<file path="src/rtl/pg_pkg.sv">
package pg_pkg;

    typedef enum logic [2:0] {
        ST_OFF    = 3'd0,
        ST_RAMP   = 3'd1,
        ST_REG    = 3'd2,
        ST_UVWAIT = 3'd3,
        ST_TRIP   = 3'd4
    } pg_state_e;

endpackage

</file>
<file path="src/rtl/pg_run_qual.sv">
module pg_run_qual #(
    parameter int N_EN = 2
) (
    input  logic [N_EN-1:0] en,
    input  logic            por_ok,
    input  logic            noload_code,
    output logic            run_ok,
    output logic            clear_req
);

    logic all_en;

    // Collapse the enable vector; every input must be high to run.
    always_comb begin
        all_en = 1'b1;
        for (int i = 0; i < N_EN; i++) begin
            all_en = all_en & en[i];
        end
    end

    // A latched trip is released only by a supply-side restart,
    // never by the voltage code detector.
    assign run_ok    = all_en & por_ok & ~noload_code;
    assign clear_req = ~all_en | ~por_ok;

endmodule

</file>
<file path="src/rtl/pg_fault_class.sv">
module pg_fault_class (
    input  logic uv_flag,
    input  logic ov_flag,
    input  logic oc_flag,
    output logic trip,
    output logic sag
);

    // Latching faults outrank the recoverable one.
    assign trip = ov_flag | oc_flag;
    assign sag  = uv_flag & ~trip;

endmodule

</file>
<file path="src/rtl/pg_seq_fsm.sv">
module pg_seq_fsm
    import pg_pkg::*;
(
    input  logic clk,
    input  logic rst_n,
    input  logic run_ok,
    input  logic clear_req,
    input  logic trip,
    input  logic sag,
    input  logic ss_done,
    output logic pgood,
    output logic latched_off,
    output logic ss_start
);

    pg_state_e state_q;
    pg_state_e state_d;

    // State register
    always_ff @(posedge clk) begin
        if (!rst_n) begin
            state_q <= ST_OFF;
        end else begin
            state_q <= state_d;
        end
    end

    // Next-state decode: disable first, then latching fault, then sag
    always_comb begin
        state_d = state_q;
        unique case (state_q)
            ST_OFF: begin
                if (run_ok) state_d = ST_RAMP;                       // start
            end
            ST_RAMP: begin
                if (!run_ok)      state_d = ST_OFF;                  // drop
                else if (trip)    state_d = ST_TRIP;                 // trip
                else if (ss_done) state_d = sag ? ST_UVWAIT : ST_REG; // settle / settle-low
            end
            ST_REG: begin
                if (!run_ok)  state_d = ST_OFF;                      // drop
                else if (trip) state_d = ST_TRIP;                    // trip
                else if (sag)  state_d = ST_UVWAIT;                  // sag
            end
            ST_UVWAIT: begin
                if (!run_ok)   state_d = ST_OFF;                     // drop
                else if (trip) state_d = ST_TRIP;                    // trip
                else if (!sag) state_d = ST_REG;                     // recover
            end
            ST_TRIP: begin
                if (clear_req) state_d = ST_OFF;                     // clear
            end
            default: state_d = ST_OFF;
        endcase
    end

    // Registered outputs, aligned with the state they describe
    always_ff @(posedge clk) begin
        if (!rst_n) begin
            pgood       <= 1'b0;
            latched_off <= 1'b0;
            ss_start    <= 1'b0;
        end else begin
            pgood       <= (state_d == ST_REG);
            latched_off <= (state_d == ST_TRIP);
            ss_start    <= (state_q == ST_OFF) && (state_d == ST_RAMP);
        end
    end

endmodule

</file>
<file path="src/rtl/pg_supervisor.sv">
module pg_supervisor #(
    parameter int N_EN = 2
) (
    input  logic            clk,
    input  logic            rst_n,
    input  logic [N_EN-1:0] en,
    input  logic            por_ok,
    input  logic            noload_code,
    input  logic            ss_done,
    input  logic            uv_flag,
    input  logic            ov_flag,
    input  logic            oc_flag,
    output logic            pgood,
    output logic            latched_off,
    output logic            ss_start
);

    logic run_ok;
    logic clear_req;
    logic trip;
    logic sag;

    pg_run_qual #(.N_EN(N_EN)) run_qual_i (
        .en          (en),
        .por_ok      (por_ok),
        .noload_code (noload_code),
        .run_ok      (run_ok),
        .clear_req   (clear_req)
    );

    pg_fault_class fault_class_i (
        .uv_flag (uv_flag),
        .ov_flag (ov_flag),
        .oc_flag (oc_flag),
        .trip    (trip),
        .sag     (sag)
    );

    pg_seq_fsm seq_fsm_i (
        .clk         (clk),
        .rst_n       (rst_n),
        .run_ok      (run_ok),
        .clear_req   (clear_req),
        .trip        (trip),
        .sag         (sag),
        .ss_done     (ss_done),
        .pgood       (pgood),
        .latched_off (latched_off),
        .ss_start    (ss_start)
    );

endmodule

</file>
<file path="config.mk">
export PLATFORM = sky130hd
export DESIGN_NAME = pg_supervisor
export DESIGN_NICKNAME = d
export VERILOG_FILES = /design/src/rtl/pg_pkg.sv /design/src/rtl/pg_run_qual.sv /design/src/rtl/pg_fault_class.sv /design/src/rtl/pg_seq_fsm.sv /design/src/rtl/pg_supervisor.sv
export SDC_FILE = /design/constraint.sdc
export NUM_CORES = 1
export LEC_CHECK = 0
export ABC_AREA = 1
export BUFFER_PORTS_ARGS = -buffer_cell sky130_fd_sc_hd__buf_2
export CAP_MARGIN = 10
export CORE_AREA = 5 5 42 44
export CTS_CLUSTER_SIZE = 10
export DETAILED_ROUTE_END_ITERATION = 6
export DIE_AREA = 0 0 47 49
export HOLD_SLACK_MARGIN = 0.03
export MAX_ROUTING_LAYER = met4
export SLEW_MARGIN = 15
export SYNTH_ARGS = -nofsm -noshare
export SYNTH_HDL_FRONTEND = slang
export SYNTH_SLANG_ARGS = --single-unit
export TNS_END_PERCENT = 10
</file>
<file path="constraint.sdc">
create_clock -name clk -period 1.07 [get_ports clk]
set_input_delay 0.0535 -clock clk [delete_from_list [all_inputs] [get_ports clk]]
set_output_delay 0.0535 -clock clk [all_outputs]
set_load 0.05 [all_outputs]
</file>
# ---- Yosys cells after proc, flatten, opt, wreduce, memory -nomap -nowiden
# Index checks and enable logic that the tools add are counted.
dict set report word_totals {
  register_bits 6
  latch_bits 0
  ram_bits 0
  rom_bits 0
  input_bits 10
  out_inout_bits 3
  wordCells 36
  n_memories 0
}
dict set report op_classes {
  n_addsub 0
  multipliers 0
  div 0
  n_lt_le_gt_ge 0
  eq_ne 7
  n_shift 0
  mux 13
  n_bitwise 10
  n_reduce_logical 2
}
# operator n
set ops {}
lappend ops {{3-bit 2-to-1 mux} 11}
lappend ops {{3-bit one-hot mux with 5 select lines} 1}
lappend ops {{3-bit by 2-bit == test with 1-bit output (second input constant)} 3}
lappend ops {{3-bit by 1-bit == test with 1-bit output (second input constant)} 2}
lappend ops {{3-bit == test (second input constant)} 2}
lappend ops {{1-bit bitwise AND} 4}
lappend ops {{1-bit NOT} 4}
lappend ops {{3-bit zero test} 1}
lappend ops {{1-bit bitwise OR} 2}
lappend ops {{1-bit logical AND} 1}
lappend ops {{1-bit 2-to-1 mux} 1}

# ---- Logic depth before layout (Yosys ltp)
dict set report logic_depth {
  ltp_word 10
  ltp_mapped 9
  mapped_depth_nobuf 9
}

# ---- Cells and area by module
# Synthesis repeated with hierarchy kept, for this count alone.
dict set report unflattened {
  hier_cells 53
  area_unflattened_um2 355.3
}
# module n_inst cells_each area_per_inst_um2 seq_area_each_um2
set by_module_without_submodules {}
lappend by_module_without_submodules {pg_seq_fsm 1 46 315.3 120.1}
lappend by_module_without_submodules {pg_fault_class 1 5 23.8 0.0}
lappend by_module_without_submodules {pg_run_qual 1 2 16.3 0.0}

# ---- Worst setup path before layout
# Ideal clock, no wire load.
dict set report synth_timing {
  kind {flip-flop to flip-flop}
  startpoint {reg seq_fsm_i.state_q[2]}
  endpoint {reg seq_fsm_i.state_q[0]}
  setup_ps 113
  arrival_time_ps 836
  required_time_ps 957
  path_slack_ps 121
  stages_incl_launch_ff 10
  n_path_buf 0
  period_less_slack_ps 949
  cell_sequence {dfxtp_1 inv_2 nand3_1 nand2_1 nand2_1 nand2_1 nand2_1 nand2_2 nand2_1 nor2_1}
}
dict set report synth_via {
  elab_chain_len 2
  word_cells_on_any_way 6
  classes_between {eq/ne: 4; mux: 1; reduce/logical: 1}
}
# element line_no
set synth_rtl {}
lappend synth_rtl {{start: declaration} pg_seq_fsm.sv:16} ;# pg_state_e state_q;
lappend synth_rtl {{start signal: assignment} pg_seq_fsm.sv:24} ;# state_q <= state_d;
lappend synth_rtl {{3-bit == test, or another cell as far along} pg_seq_fsm.sv:31} ;# unique case (state_q)
lappend synth_rtl {{3-bit one-hot mux with 5 select lines (*)} pg_seq_fsm.sv:31}
# Mark *: on every way between the ends. The rest lies on a longest branch, timed or not.
# A chain may end at the register's enable or synchronous reset.

# ---- Worst setup path after layout
# Ends and elaborated chain as after synthesis.

==> reports/results.txt <==
The run finished with clean final reports. In this run the standard cell core region covers 1401 um2. The die area is 2303 um2, and the minimum setup slack among reg-to-reg paths is 0.1 ns. The buffers inserted during post-CTS setup optimization was 0. Setup violations remaining at the end of the flow were counted as 0. The worst slew margin relative to its limit was 83.54%.

For this design the static power due to leakage is 0.2255 nW. The synthesized area is 334.1 um2. The number of clock buffers added by TritonCTS is 3.

Of the cells placed in the final design, the portion with a size suffix greater than 1 is 44.44%. The share of synthesized cell area in and, or, nand and nor gates is 45.32%, and the total power density per cell area is 1037 nW/um2. The setup slack after layout was 0.09769 ns; the xor/xnor share of the synthesized area was 0%. The via total after detailed routing was 346. Maximum level of the CTS H-tree: 1.

After floorplanning, the core was divided into 14 placement rows. The logs give 13 for the top-level port count and 48 for the synthesized netlist cell count. Worst clock skew: 0.002639 ns.

Static timing analysis puts the maximum clock frequency at 1028 MHz. The maximum number of pins on one net before global-route repair was 7. The tools report the terminus of the critical flop-to-flop path as seq_fsm_i.state_q[0]$_SDFF_PN0_. After synthesis the netlist holds a flip-flop and latch count of 6. Via density per instance: 4.380.

Clock tree synthesis selected as its root buffer the cell sky130_fd_sc_hd__clkbuf_4. The instance count along the most critical hold path is 3. The overall global routing resource usage is 7.148%, and the count of port buffers added during placement is 12.

In this run the mean area of a mapped cell was 6.960 um2. In the final routed layout, each cell accounts on average for 8.329 um. Setup repair after global routing could not meet its margin everywhere.

Detailed placement finished with a half-perimeter wire length of 552.4 um. The initial core utilization was 23.84%; the adder-cell share of the synthesized area was 0%. The tools report the element type at the critical path end as a register. The first global-routing pass estimated 1131 um of wire. Of the post-synthesis cell area, the part taken by muxes is 0%. Most common cell after layout, fill and taps aside: sky130_fd_sc_hd__buf_2. The area fraction in compound gates after synthesis is 8.614%, and the maximum resistive drop on vdd is 0.5139 mV. For the final count of pins violating max slew, the log shows 0. The top cell types in the final layout, fill and taps aside, are 12 x sky130_fd_sc_hd__buf_2, 10 x sky130_fd_sc_hd__nand2_1, 7 x sky130_fd_sc_hd__inv_1. For this run, the detailed router's first-pass iteration total came to 4. The die outline width is 47 um.

Reg-to-reg critical path startpoint: seq_fsm_i.state_q[2]$_SDFF_PN0_. The number of antenna violations at the first check in global routing is 0, and the clock-pin slew of the registers on the worst-case setup and hold paths is 0.04 ns. The share of synthesized area in the top cell type comes to 35.96%.

Class of the most critical hold timing path: primary input to register. For the aggregate global routing overflow, the log shows 0. The synthesized design spends more area on one cell type than any other, namely sky130_fd_sc_hd__dfxtp_1.

The die is 49 um tall. The final critical-path share of the clock period is 90.87%. The count of nets left with antenna violations once routing finished came out at 0.

The logs give 0 for the DRC violation count after routing and 6 for the total number of clock tree sinks. By area the synthesized netlist is led by sky130_fd_sc_hd__dfxtp_1 36%, sky130_fd_sc_hd__nand2_1 11%, sky130_fd_sc_hd__inv_1 7.9%. Adding up every negative setup slack in the final design gives 0 ns. At the end of routability-driven placement, the weighted congestion stood at 0.7901.

Data on the critical path arrives at its endpoint at 1.15 ns. Max-cap violations in this run came to 0. For the number of global-route vias before repair, the log shows 304.

For the worst setup path, the data required time is 1.24 ns. The worst-path maximum fanout is 6. The number of distinct library cells after synthesis was 14; the layout overhead on the synthesized area was 34.83%. Number of failing hold endpoints at the final stage: 0.

For this block, the routed nets add up to 658 um of wire. The number of nets in the synthesized netlist is 58. The count of inserted antenna diode cells came out at 0. The run gives 3 as the number of DRC violations after detailed-routing iteration 0.

The run gives 2 as the clock tree buffer depth. The worst setup path is of the register to register kind. The run gives 0 as the number of warnings reported in the yosys synthesis log.

The worst hold path terminates at seq_fsm_i.pgood$_SDFF_PN0_. The net count of the finished layout is 75. TritonCTS built the clock tree. The startpoint identified for the worst hold timing path is rst_n.

For the post-synthesis sequential area ratio, the log shows 35.96%. The number of cells on the worst reg-to-reg path is 9. At the later pin of the worst-skew pair, clock insertion delay measures 0.24 ns. By area, the combinational part of the netlist is dominated by simple AND/OR/NAND/NOR gates. The worst setup path is launched from a register. The transition at the pin with the smallest max-transition slack is 0.2487 ns. The minimum period implied by the final worst setup slack is 0.9723 ns. At the placement stage, the worst setup path has a slack of 0.01442 ns.
==> cells by family (layout without fill, tap and decap cells) <==
kind of cell    Yosys count  in the layout
simple gates             29             29
buf+inv                   9             24
flops                     6              6
compound gates            4              4
==> timing repair <==
action                     4_1_cts  5_1_grt
setup endpoints to repair        0        4
hold buffers                     0        0
resized for setup                0        6
==> registers in the layout (all words and copies together) (netlist names) <==
register / flops
seq_fsm_i.pgood: 1
seq_fsm_i.ss_start: 1
seq_fsm_i.latched_off: 1
seq_fsm_i.state_q: 3
==> report_power, final <==
group	internal, mW	switching, mW
logic	0.0191	0.0241
registers	0.223	0.00144
clock network	0.126	0.0726
total	0.369	0.0982
==> worst max-delay path: stages, from the launching register on <==
cell,delay [ns]
sky130_fd_sc_hd__dfxtp_4,0.36
sky130_fd_sc_hd__inv_4,0.08
sky130_fd_sc_hd__nand3_1,0.08
sky130_fd_sc_hd__nand2_1,0.06
sky130_fd_sc_hd__nand2_1,0.04
sky130_fd_sc_hd__nand2_1,0.05
sky130_fd_sc_hd__nand2_1,0.05
sky130_fd_sc_hd__nand2_2,0.08
sky130_fd_sc_hd__nand2_1,0.05
sky130_fd_sc_hd__nor2_1,0.07
==> Yosys cell counts <==
cell                       number
sky130_fd_sc_hd__nand3_2        2
sky130_fd_sc_hd__inv_2          2
sky130_fd_sc_hd__a211oi_1       2
sky130_fd_sc_hd__a21oi_2        1
sky130_fd_sc_hd__nor2_4         1
sky130_fd_sc_hd__nor2_2         3
sky130_fd_sc_hd__dfxtp_1        6
sky130_fd_sc_hd__nand2_2        1
sky130_fd_sc_hd__nor2_1         5
sky130_fd_sc_hd__nand3_1        4
sky130_fd_sc_hd__o21ai_1        1
sky130_fd_sc_hd__nand2_1       10
sky130_fd_sc_hd__nand4_1        3
sky130_fd_sc_hd__inv_1          7
==> how the worst max path moves through the flow <==
stage | start | end | slack, ns | depth (start not counted)
floorplan | seq_fsm_i.state_q[2]$_SDFF_PN0_ | seq_fsm_i.state_q[0]$_SDFF_PN0_ | 0.12 | 9
CTS | seq_fsm_i.state_q[2]$_SDFF_PN0_ | seq_fsm_i.state_q[0]$_SDFF_PN0_ | 0.009 | 9
global route | seq_fsm_i.state_q[2]$_SDFF_PN0_ | seq_fsm_i.state_q[0]$_SDFF_PN0_ | -0.01 | 9
detailed placement | seq_fsm_i.state_q[2]$_SDFF_PN0_ | seq_fsm_i.state_q[0]$_SDFF_PN0_ | 0.01 | 9
finish | seq_fsm_i.state_q[2]$_SDFF_PN0_ | seq_fsm_i.state_q[0]$_SDFF_PN0_ | 0.1 | 9
global placement | seq_fsm_i.state_q[2]$_SDFF_PN0_ | seq_fsm_i.state_q[0]$_SDFF_PN0_ | 0.009 | 9
==> cell type report <==
cell class | count | area, um2
Inverter | 9 | 36.28
Clock buffer | 3 | 22.52
Multi-Input combinational cell | 33 | 185.2
Timing Repair Buffer | 12 | 60.06
Sequential cell | 6 | 126.4
Fill cell | 173 | 950.9
Tap cell | 16 | 20.02
==> per-layer routing <==
layer / vias up / share of wire [%] / global-route usage, % / wire, um
met4: 0 / 0 / 5.530 / 0
met5: - / 0 / - / 0
met3: 0 / 3.0 / 3.321 / 20
met2: 7 / 56 / 10.86 / 371
li1: 188 / - / - / -
met1: 151 / 41 / 6.593 / 267
==> metrics by stage <==
| step | instances | util [%] | hold slack (ns) | area (um2) | power (mW) |
|---|---|---|---|---|---|
| 3_5_place_dp | 76 | 29.55 | 0.3335 | 414.1 | 0.2747 |
| 2_1_floorplan | 48 | - | 0.1932 | 334.1 | 0.2493 |
| 3_3_place_gp | 76 | 29.55 | 0.3384 | 414.1 | 0.2741 |
| 5_1_grt | 79 | 32.14 | 0.09528 | 450.4 | 0.4943 |
| 4_1_cts | 79 | 31.16 | 0.08250 | 436.7 | 0.4778 |
| 6_report | 79 | 32.14 | 0.08865 | 450.4 | 0.4669 |
Note: power is estimated with default switching activity, not from simulation.
